`src/rtl/bankrf_pkg.sv`:
```
package bankrf_pkg;

    localparam int NSHARED = 8;   // indices 0..7, common to every mode
    localparam int NHIGH   = 5;   // indices 8..12, fast-interrupt overlay
    localparam int NBANK   = 6;   // user/system plus five exception banks
    localparam int NPAIR   = 2;   // stack pointer and link register
    localparam int NGPR    = NSHARED + 2 * NHIGH + NBANK * NPAIR;
    localparam int NSST    = NBANK - 1;
    localparam int PHYS_W  = $clog2(NGPR);
    localparam int IDX_W   = 4;
    localparam int MODE_W  = 5;
    localparam logic [IDX_W-1:0] PC_IDX = 4'd15;
    localparam logic [IDX_W-1:0] SP_IDX = 4'd13;
    localparam logic [IDX_W-1:0] HI_IDX = 4'd8;

    typedef enum logic [MODE_W-1:0] {
        M_USR = 5'b10000,
        M_FIQ = 5'b10001,
        M_IRQ = 5'b10010,
        M_SVC = 5'b10011,
        M_ABT = 5'b10111,
        M_UND = 5'b11011,
        M_SYS = 5'b11111
    } mode_e;

    typedef enum logic [2:0] {
        B_USR = 3'd0,
        B_FIQ = 3'd1,
        B_IRQ = 3'd2,
        B_SVC = 3'd3,
        B_ABT = 3'd4,
        B_UND = 3'd5
    } bank_e;

endpackage

```
`src/rtl/bankrf_mode_dec.sv`:
```
module bankrf_mode_dec
    import bankrf_pkg::*;
(
    input  logic [MODE_W-1:0] mode,
    output bank_e             bank,
    output logic              has_sst
);
    always_comb begin
        case (mode)
            M_FIQ:   bank = B_FIQ;
            M_IRQ:   bank = B_IRQ;
            M_SVC:   bank = B_SVC;
            M_ABT:   bank = B_ABT;
            M_UND:   bank = B_UND;
            default: bank = B_USR;  // user, system and unlisted codes
        endcase
        has_sst = (bank != B_USR);
    end
endmodule

```
`src/rtl/bankrf_map.sv`:
```
module bankrf_map
    import bankrf_pkg::*;
(
    input  bank_e              bank,
    input  logic [IDX_W-1:0]   idx,
    output logic [PHYS_W-1:0]  phys
);
    localparam int HI_USR_BASE = NSHARED;
    localparam int HI_FIQ_BASE = NSHARED + NHIGH;
    localparam int PAIR_BASE   = NSHARED + 2 * NHIGH;

    int loc;

    always_comb begin
        if (idx < HI_IDX) begin
            loc = int'(idx);
        end else if (idx < SP_IDX) begin
            loc = ((bank == B_FIQ) ? HI_FIQ_BASE : HI_USR_BASE) + int'(idx) - int'(HI_IDX);
        end else if (idx != PC_IDX) begin
            loc = PAIR_BASE + int'(bank) * NPAIR + int'(idx) - int'(SP_IDX);
        end else begin
            loc = 0;  // program counter lives outside the array
        end
        phys = PHYS_W'(loc);
    end
endmodule

```
`src/rtl/bankrf_sst.sv`:
```
module bankrf_sst
    import bankrf_pkg::*;
#(
    parameter int DW = 32
) (
    input  logic          clk,
    input  logic          rst_n,
    input  bank_e         bank,
    input  logic          wr_en,
    input  logic [DW-1:0] wr_data,
    output logic [DW-1:0] rd_data
);
    typedef struct packed {
        logic [NSST-1:0][DW-1:0] word;
    } sst_t;

    sst_t sst_d, sst_q;

    always_comb begin
        sst_d = sst_q;
        if (wr_en && bank != B_USR) begin
            sst_d.word[int'(bank) - 1] = wr_data;
        end
    end

    always_ff @(posedge clk) begin
        if (!rst_n) sst_q <= '0;
        else        sst_q <= sst_d;
    end

    assign rd_data = (bank == B_USR) ? '0 : sst_q.word[int'(bank) - 1];

    // no stored word moves when the current bank owns none
    p_sst_user_ignore_r8: assert property (@(posedge clk) disable iff (!rst_n)
        (bank == B_USR) |=> $stable(sst_q));

    // a write in an exception bank reads back next cycle if the bank holds
    p_sst_write_r8: assert property (@(posedge clk) disable iff (!rst_n)
        (wr_en && bank != B_USR) ##1 (bank == $past(bank)) |-> rd_data == $past(wr_data));
endmodule

```
`src/rtl/banked_regfile.sv`:
```
module banked_regfile
    import bankrf_pkg::*;
#(
    parameter int                DATA_W   = 32,
    parameter logic [DATA_W-1:0] PC_RESET = '0
) (
    input  logic                 clk,
    input  logic                 rst_n,
    input  logic                 mode_wr_en,
    input  logic [MODE_W-1:0]    mode_wr_data,
    output logic [MODE_W-1:0]    cur_mode,
    input  logic [IDX_W-1:0]     rd_a_idx,
    output logic [DATA_W-1:0]    rd_a_data,
    input  logic [IDX_W-1:0]     rd_b_idx,
    output logic [DATA_W-1:0]    rd_b_data,
    input  logic                 wr_en,
    input  logic [IDX_W-1:0]     wr_idx,
    input  logic [DATA_W-1:0]    wr_data,
    input  logic                 sst_wr_en,
    input  logic [DATA_W-1:0]    sst_wr_data,
    output logic [DATA_W-1:0]    sst_rd_data,
    input  logic                 pc_wr_en,
    input  logic [DATA_W-1:0]    pc_wr_data,
    output logic [DATA_W-1:0]    pc_q
);
    localparam int NPORT = 3;  // read A, read B, write

    typedef struct packed {
        logic [NGPR-1:0][DATA_W-1:0] gpr;
        logic [DATA_W-1:0]           pc;
        logic [MODE_W-1:0]           mode;
    } rf_t;

    rf_t   rf_d, rf_q;
    bank_e bank;
    logic  has_sst;

    logic [IDX_W-1:0]  port_idx  [NPORT];
    logic [PHYS_W-1:0] port_phys [NPORT];

    assign port_idx[0] = rd_a_idx;
    assign port_idx[1] = rd_b_idx;
    assign port_idx[2] = wr_idx;

    bankrf_mode_dec u_dec (
        .mode    (rf_q.mode),
        .bank    (bank),
        .has_sst (has_sst)
    );

    for (genvar p = 0; p < NPORT; p++) begin : g_map
        bankrf_map u_map (
            .bank (bank),
            .idx  (port_idx[p]),
            .phys (port_phys[p])
        );
    end

    bankrf_sst #(.DW(DATA_W)) u_sst (
        .clk     (clk),
        .rst_n   (rst_n),
        .bank    (bank),
        .wr_en   (sst_wr_en),
        .wr_data (sst_wr_data),
        .rd_data (sst_rd_data)
    );

    always_comb begin
        rf_d = rf_q;
        if (mode_wr_en) rf_d.mode = mode_wr_data;
        if (wr_en) begin
            if (wr_idx == PC_IDX) rf_d.pc = wr_data;
            else                  rf_d.gpr[port_phys[2]] = wr_data;
        end
        if (pc_wr_en) rf_d.pc = pc_wr_data;  // dedicated path has priority
    end

    always_ff @(posedge clk) begin
        if (!rst_n) begin
            rf_q.gpr  <= '0;
            rf_q.pc   <= PC_RESET;
            rf_q.mode <= M_SVC;
        end else begin
            rf_q <= rf_d;
        end
    end

    assign cur_mode  = rf_q.mode;
    assign pc_q      = rf_q.pc;
    assign rd_a_data = (rd_a_idx == PC_IDX) ? rf_q.pc : rf_q.gpr[port_phys[0]];
    assign rd_b_data = (rd_b_idx == PC_IDX) ? rf_q.pc : rf_q.gpr[port_phys[1]];

    // the mode register takes the loaded code
    p_mode_load_r2: assert property (@(posedge clk) disable iff (!rst_n)
        mode_wr_en |=> cur_mode == $past(mode_wr_data));

    // dedicated program-counter write wins any collision
    p_pc_priority_r9: assert property (@(posedge clk) disable iff (!rst_n)
        pc_wr_en |=> pc_q == $past(pc_wr_data));

    // program counter holds without a write on either path
    p_pc_hold_r9: assert property (@(posedge clk) disable iff (!rst_n)
        (!pc_wr_en && !(wr_en && wr_idx == PC_IDX)) |=> $stable(pc_q));

    // a register write lands in the mapped slot at the edge
    p_gpr_write_r3: assert property (@(posedge clk) disable iff (!rst_n)
        (wr_en && wr_idx != PC_IDX) |=> rf_q.gpr[$past(port_phys[2])] == $past(wr_data));

    // saved-status port is silent without an owning bank
    p_sst_zero_r8: assert property (@(posedge clk) disable iff (!rst_n)
        !has_sst |-> sst_rd_data == '0);
endmodule

```
`config.mk`:
```
export PLATFORM = sky130hd
export DESIGN_NAME = banked_regfile
export DESIGN_NICKNAME = d
export VERILOG_FILES = /design/src/rtl/bankrf_pkg.sv /design/src/rtl/bankrf_mode_dec.sv /design/src/rtl/bankrf_map.sv /design/src/rtl/bankrf_sst.sv /design/src/rtl/banked_regfile.sv
export SDC_FILE = /design/constraint.sdc
export NUM_CORES = 2
export LEC_CHECK = 0
export ABC_AREA = 1
export BUFFER_PORTS_ARGS = -buffer_cell sky130_fd_sc_hd__buf_4
export CORE_UTILIZATION = 49
export DETAILED_ROUTE_END_ITERATION = 6
export HOLD_SLACK_MARGIN = 0.1
export PLACE_DENSITY = 0.65
export SLEW_MARGIN = 10
export SYNTH_ARGS = -nofsm -noshare
export SYNTH_HDL_FRONTEND = slang
export SYNTH_SLANG_ARGS = --single-unit
```
`constraint.sdc`:
```
create_clock -name clk -period 4.22 [get_ports clk]
set_clock_uncertainty 0.05 [all_clocks]
set_input_delay 0 -clock clk [delete_from_list [all_inputs] [get_ports clk]]
set_output_delay 0 -clock clk [all_outputs]
set_load 0.05 [all_outputs]
```
# Yosys cells after proc, flatten, opt, wreduce, memory -nomap -nowiden
# Cells that the tools add are included.
[classes]
order_cmp = 12
mux = 30
eq_ne = 12
bitwise_logic = 1
reduce_logical = 9
add_sub_neg = 14
[op_table]
columns = ["cell", "n"]
rows = [
  ["960-bit bitwise mux", 1],
  ["32-bit 2-to-1 mux", 12],
  ["32-bit binary-select mux with 5-bit select", 2],
  ["160-bit bitwise mux", 1],
  ["32-bit demux with 5-bit select", 1],
  ["32-bit binary-select mux with 3-bit select", 1],
  ["32-bit demux with 3-bit select", 1],
  ["5-bit 2-to-1 mux", 9],
  ["5-bit adder", 6],
  ["5-bit subtractor (second input constant)", 6],
  ["5-bit equality test (second input constant)", 5],
  ["4-bit less-than comparator (second input constant)", 6],
  ["5-bit by 6-bit less-than comparator with 1-bit output (second input constant)", 3],
  ["3-bit case mux with 5 select lines", 1],
  ["4-bit equality test (second input constant)", 3],
  ["4-bit inequality test (second input constant)", 3],
  ["5-bit by 4-bit adder with 5-bit output (first input constant)", 1],
  ["5-bit by 1-bit >= comparator with 1-bit output (second input constant)", 1],
  ["4-bit by 5-bit less-than comparator with 1-bit output (second input constant)", 1],
  ["4-bit by 1-bit >= comparator with 1-bit output (second input constant)", 1],
  ["2-bit AND reduction", 2],
  ["2-bit nonzero test", 2],
  ["3-bit by 1-bit subtractor with 4-bit output (second input constant)", 1],
  ["3-bit by 1-bit equality test with 1-bit output (second input constant)", 1],
  ["other kinds (5)", 7],
]
[word_totals]
inputBits = 119
register_bits = 1157
out_inout_bits = 133
wordCells = 115

# Longest topological paths before layout
[depth]
word_depth = 13
ltp_mapped = 25
mapped_depth_nobuf = 22

# Cells and area by module
# Synthesis repeated with hierarchy kept, for this count alone.
[hier_totals]
hier_cells = 10776
area_unflattened_um2 = 64282.9
[modules_own_cells]
columns = ["mod", "instances", "cells_each", "area_per_inst_um2"]
rows = [
  ["banked_regfile", 1, 9247, 55105.4],
  ["bankrf_sst", 1, 1345, 8097.8],
  ["bankrf_map", 3, 55, 334.1],
  ["bankrf_mode_dec", 1, 19, 77.6],
]

# Worst setup path after synthesis
# OpenSTA, ideal clock, no wires.
[synth_timing]
kind = "register to output"
start = "register cur_mode[4] (netlist name)"
end = "output port rd_b_data[23]"
stages_incl_launch_ff = 23
arrival_ns = 4.120
path_slack_ns = 0.050
required_time_ns = 4.170
n_path_buf = 3
cell_sequence = "dfxtp_1 > nand2_1 > inv_1 > nand2_1 > or2_2 > nand2_2 > buf_1 > ha_1 > inv_1 > ha_1 > fa_1 > nand3_1 > nor2_1 > nor2_1 > nor2_1 > buf_2 > buf_1 > nand3_1 > nand3_1 > nand3_1 > nand2_1 > nand2_1 > nand2_1"
[synth_between]
elab_chain_len = 11
word_cells_on_any_way = 19
classes_between = "add/sub: 5; eq/ne: 6; mux: 8"
[synth_rtl]
columns = ["element", "line_no", "source"]
rows = [
  ["5-bit equality test", "bankrf_mode_dec.sv:9", "case (mode)"],
  ["3-bit case mux with 5 select lines *", "bankrf_mode_dec.sv:9", ""],
  ["5-bit by 4-bit adder with 5-bit output or 3-bit by 1-bit equality test with 1-bit output (tied branches)", "bankrf_map.sv:20, bankrf_map.sv:18", ""],
  ["5-bit adder or 3-bit 2-to-1 mux (tied branches)", "bankrf_map.sv:20, bankrf_map.sv:18", ""],
  ["5-bit subtractor or 5-bit adder (tied branches)", "bankrf_map.sv:20, bankrf_map.sv:18", ""],
  ["5-bit 2-to-1 mux or 5-bit subtractor (tied branches)", "bankrf_map.sv:19, bankrf_map.sv:18", ""],
  ["5-bit 2-to-1 mux *", "bankrf_map.sv:17", "end else if (idx < SP_IDX) begin"],
  ["5-bit 2-to-1 mux *", "bankrf_map.sv:15", "if (idx < HI_IDX) begin"],
  ["32-bit binary-select mux with 5-bit select *", "banked_regfile.sv:91", "assign rd_b_data = (rd_b_idx == PC_IDX) ? rf_q.pc : rf_q.gpr[port_phys[1]];"],
  ["32-bit 2-to-1 mux (not written as such) *", "banked_regfile.sv:91", ""],
  ["32-bit 2-to-1 mux *", "banked_regfile.sv:91", ""],
  ["end: declaration", "banked_regfile.sv:15", "output logic [DATA_W-1:0] rd_b_data,"],
]
# Mark *: on every way between the ends. The rest lies on a longest branch, timed or not. The select of a mux whose other input is x is not followed.

# Final worst setup path
[layout_timing]
start = "register cur_mode[0] (netlist name)"
end = "output port rd_b_data[3]"
[layout_between]
elab_chain_len = 11
word_cells_on_any_way = 19
classes_between = "add/sub: 5; eq/ne: 6; mux: 8"
[layout_rtl]
columns = ["element", "line_no"]
rows = [
  ["5-bit equality test", "bankrf_mode_dec.sv:9"],
  ["3-bit case mux with 5 select lines *", "bankrf_mode_dec.sv:9"],
  ["5-bit by 4-bit adder with 5-bit output or 3-bit by 1-bit equality test with 1-bit output (tied branches)", "bankrf_map.sv:20, bankrf_map.sv:18"],
  ["5-bit adder or 3-bit 2-to-1 mux (tied branches)", "bankrf_map.sv:20, bankrf_map.sv:18"],
  ["5-bit subtractor or 5-bit adder (tied branches)", "bankrf_map.sv:20, bankrf_map.sv:18"],
  ["5-bit 2-to-1 mux or 5-bit subtractor (tied branches)", "bankrf_map.sv:19, bankrf_map.sv:18"],
  ["5-bit 2-to-1 mux *", "bankrf_map.sv:17"],
  ["5-bit 2-to-1 mux *", "bankrf_map.sv:15"],
  ["32-bit binary-select mux with 5-bit select *", "banked_regfile.sv:91"],
  ["32-bit 2-to-1 mux (not written as such) *", "banked_regfile.sv:91"],
  ["32-bit 2-to-1 mux *", "banked_regfile.sv:91"],
]
# Marks and branches as above.

==> summary.txt <==
Routing
  • Drt wl/cell: about 24 um
  • WL final: 333 mm
  • Remaining antenna violation count after routing: 0
  • Drt first pass iters: 7
  • Vias: 83565
  • First DRT Iteration DRCs: between 10000 and 15000
  • DRC: 1
  • Drt via density: between 5 and 6

Cells and area
  • Layout cells sized above 1: 0.137
  • Fillers: between 10000 and 15000
  • Register area: around 0.023 mm2
  • Multi-input gate area: about 0.044 mm2
  • Syn-to-layout area delta: 29.1%
  • Nets@finish: around 12000

Status
  • Violated checks: DRC, setup timing
  • Outcome: complete, but fails checks

Yosys
  • Top cell type by total area after synthesis: dfxtp_1
  • Mapped Cells: ~12000
  • Post-Syn Area per Cell: approximately 5.8 um2
  • EDFF count, synth: 0
  • Asr flop ratio synth: 0
  • Post-synth cell types: 40
  • Yosys warns: 0
  • Post-synthesis register bit count: roughly 1200
  • Post-synthesis sequential area ratio: 0.335
  • Net Count, Synth: ~12000
  • Synth top area share: 0.335
  • Largest cells by area after synthesis: dfxtp_1, nand2_1, nand3_1
  • Mapped Area: approximately 0.07 mm2
  • Synth Flop Type: dfxtp_1

Floorplanning
  • # IOs: 252
  • Cell row count: between 100 and 150
  • Die Wd: 378 um
  • Die Ht: approximately 380 um
  • Die area: roughly 0.14 mm2
  • Initial core utilization: 0.495
  • Core ar.: roughly 0.14 mm2

Critical path
  • Crit path DAT: 4650 ps
  • Worst path required time: 4170 ps
  • Reg2Reg Setup Slack: 0 ps
  • Crit start category: flop
  • Critical Path Fanout Max: 7
  • CP Class: flop to output pin
  • Crit. End Element: output pin

Global route
  • Initial antenna violation count: 10
  • First-pass GRT wire length: 480 mm
  • Gr ovfl total: 0
  • Largest net degree at the start of global routing: slightly above 200
  • GRT Util Overall: 0.442
  • Number of global-route vias before repair: about 75000

Clock tree
  • Clk buf depth: 3
  • Clk slew on worst S/H paths: 60 ps
  • H-tree depth: 4
  • CTS tree: done
  • Clock Sinks: 1157
  • Total CTS buffers: 138
  • Clock latency on the worst-skew pair: 790 ps
  • CTS root buf: clkbuf_16

Timing
  • Relative slew slack: 0.188
  • Fin Setup TNS: -22060 ps
  • # setup viols final: 65
  • Hold Worst Slack: ~130 ps
  • Slew at the pin with the worst max-slew slack: 1210 ps
  • F_max: around 210 MHz
  • Fin worst setup slack: -475 ps
  • Minimum clock period: between 4000 and 5000 ps
  • RSZ-0062 raised after global routing: yes
  • Final Cycle Share: 1.11
  • Max-slew violations: 0
  • Fin. Hold Viols: 0

Placement
  • PortBufs: 251
  • Placer's final routability congestion estimate: a little under 1
  • Post-DP HPWL: ~190 mm

Pwr
  • Switching Fraction: 0.388
  • Pint: between 20 and 25 mW
  • Worst VDD drop: just under 500 uV
  • Combinational share of power: 0.375
  • Psw: about 15 mW
  • Clock network power share: 0.322
  • Flop pwr share: 0.303
  • Pleak: ~37 nW
  • PD cells: 428 mW/mm2

Job
  • Max Cap Viol: 0

Min path
  • Hold Crit Class: primary input to flop
-- state kept, by name (all words and copies together) (netlist names) --
name,cells
cur_mode,5
pc_q,32
rf_q,960
u_sst.sst_q,160
-- final cells by class --
type | count | area share
diodes | 8 | 0.000224
clock buffers | 204 | 0.0456
multi-input cells | 9266 | 0.487
well taps | 1876 | 0.0263
inverters | 468 | 0.0198
clock inverters | 41 | 0.00548
flip-flops and latches | 1157 | 0.259
repair buffers | 1128 | 0.156
-- what timing repair did --
action	CTS	global route
hold endpoints to repair	800	6
buffers inserted	77	48
gates resized for setup	685	394
pin swaps	207	204
hold buffers	278	1
gates cloned	32	16
setup endpoints to repair	330	1013
-- power by group through the flow --
| stage | Sequential (mW) | Combinational [mW] | Clock, mW |
|---|---|---|---|
| after floorplan | 11.7 | 6.47 | 0 |
| after global placement | 11.8 | 11.1 | 0 |
| after detailed placement | 11.8 | 11.1 | 0 |
| after CTS | 11.6 | 13.1 | 12.3 |
| after global routing | 11.6 | 14.9 | 12.8 |
| final | 11.6 | 14.3 | 12.3 |
-- synth_stat cells (3+ instances only) --
master	instances
ha_1	31
a21oi_1	106
buf_4	40
nor2_2	7
nand3_1	2045
inv_1	429
inv_2	5
clkbuf_1	561
nand2_1	3909
o22ai_1	62
o21ai_1	5
nand3b_1	285
nor2_4	19
clkinv_1	34
dfxtp_1	1157
fa_1	3
xor2_1	4
o21ai_0	349
buf_2	285
nor3_1	3
nor2_1	2347
nand2_2	9
or2_2	3
a31oi_1	32
and3_1	31
buf_1	132
-- layout by cell type (no fill, tap or decap), types with 216 or more instances in the layout --
master	count
nand2_1	3735
nor2_1	2281
nand3_1	1755
dfxtp_1	1152
buf_4	439
inv_1	422
o21ai_0	348
nand3b_1	285
dlygate4sd3_1	279
buf_12	216
-- logic make-up after synthesis --
group | count (synthesis) | synth area share
XOR/XNOR | 5 | 0.000633
flip-flops | 1157 | 0.335
AND/OR/NAND/NOR | 8663 | 0.527
adder cells (fa/ha/maj) | 34 | 0.00648
AO/OA/AOI/OAI | 564 | 0.0431
buffers and inverters | 1486 | 0.0880
-- metal layers --
layer  GRT usage  part of all wire  vias up
met5     0.00377           0.00040        -
met4       0.342             0.085       10
met3       0.120              0.13     1333
met2       0.648              0.42     5596
met1       0.546              0.37    38474
li1            -                 -    38152
-- critical path, cell delays in order, from the launching register on --
cell      delay [ps]
dfxtp_2          350
nand2_2           60
inv_2             50
nand2_1           40
or2_4            230
nand2_4           80
ha_4             220
inv_6             80
ha_4             200
fa_1             550
nand3_1           90
nor2_2           140
buf_4            140
o21bai_4          60
buf_12           150
buf_16           160
buf_16           170
buf_12           160
buf_8            140
nor2_2            90
nor2_1            40
nand2_1           70
nand3_2           90
nand2_1           90
nand2_1           70
nand2_2          130
buf_8            150
-- path summary, 6_finish.rpt --
check	start	endpoint	cells after the start
max	cur_mode[0]$_SDFFE_PN1P_	rd_b_data[3]	26
min	wr_data[1]	rf_q[198]$_SDFFE_PN0P_	4
max reg2reg	cur_mode[0]$_SDFFE_PN1P_	rf_q[143]$_SDFFE_PN0P_	25
min reg2reg	rf_q[532]$_SDFFE_PN0P_	rf_q[532]$_SDFFE_PN0P_	2
-- per-stage QoR --
step	cells	setup slack, ps	util	total power, mW	area (um2)
2_1_floorplan	11909	49.6	-	18.2	69200
5_1_grt	14144	-588	0.639	39.3	89300
3_3_place_gp	13475	-413	0.537	22.9	75100
3_5_place_dp	13475	-404	0.537	22.9	75100
6_report	14148	-475	0.639	38.2	89300
4_1_cts	14094	-452	0.622	37.0	87000
Note: power is estimated with default switching activity, not from simulation.
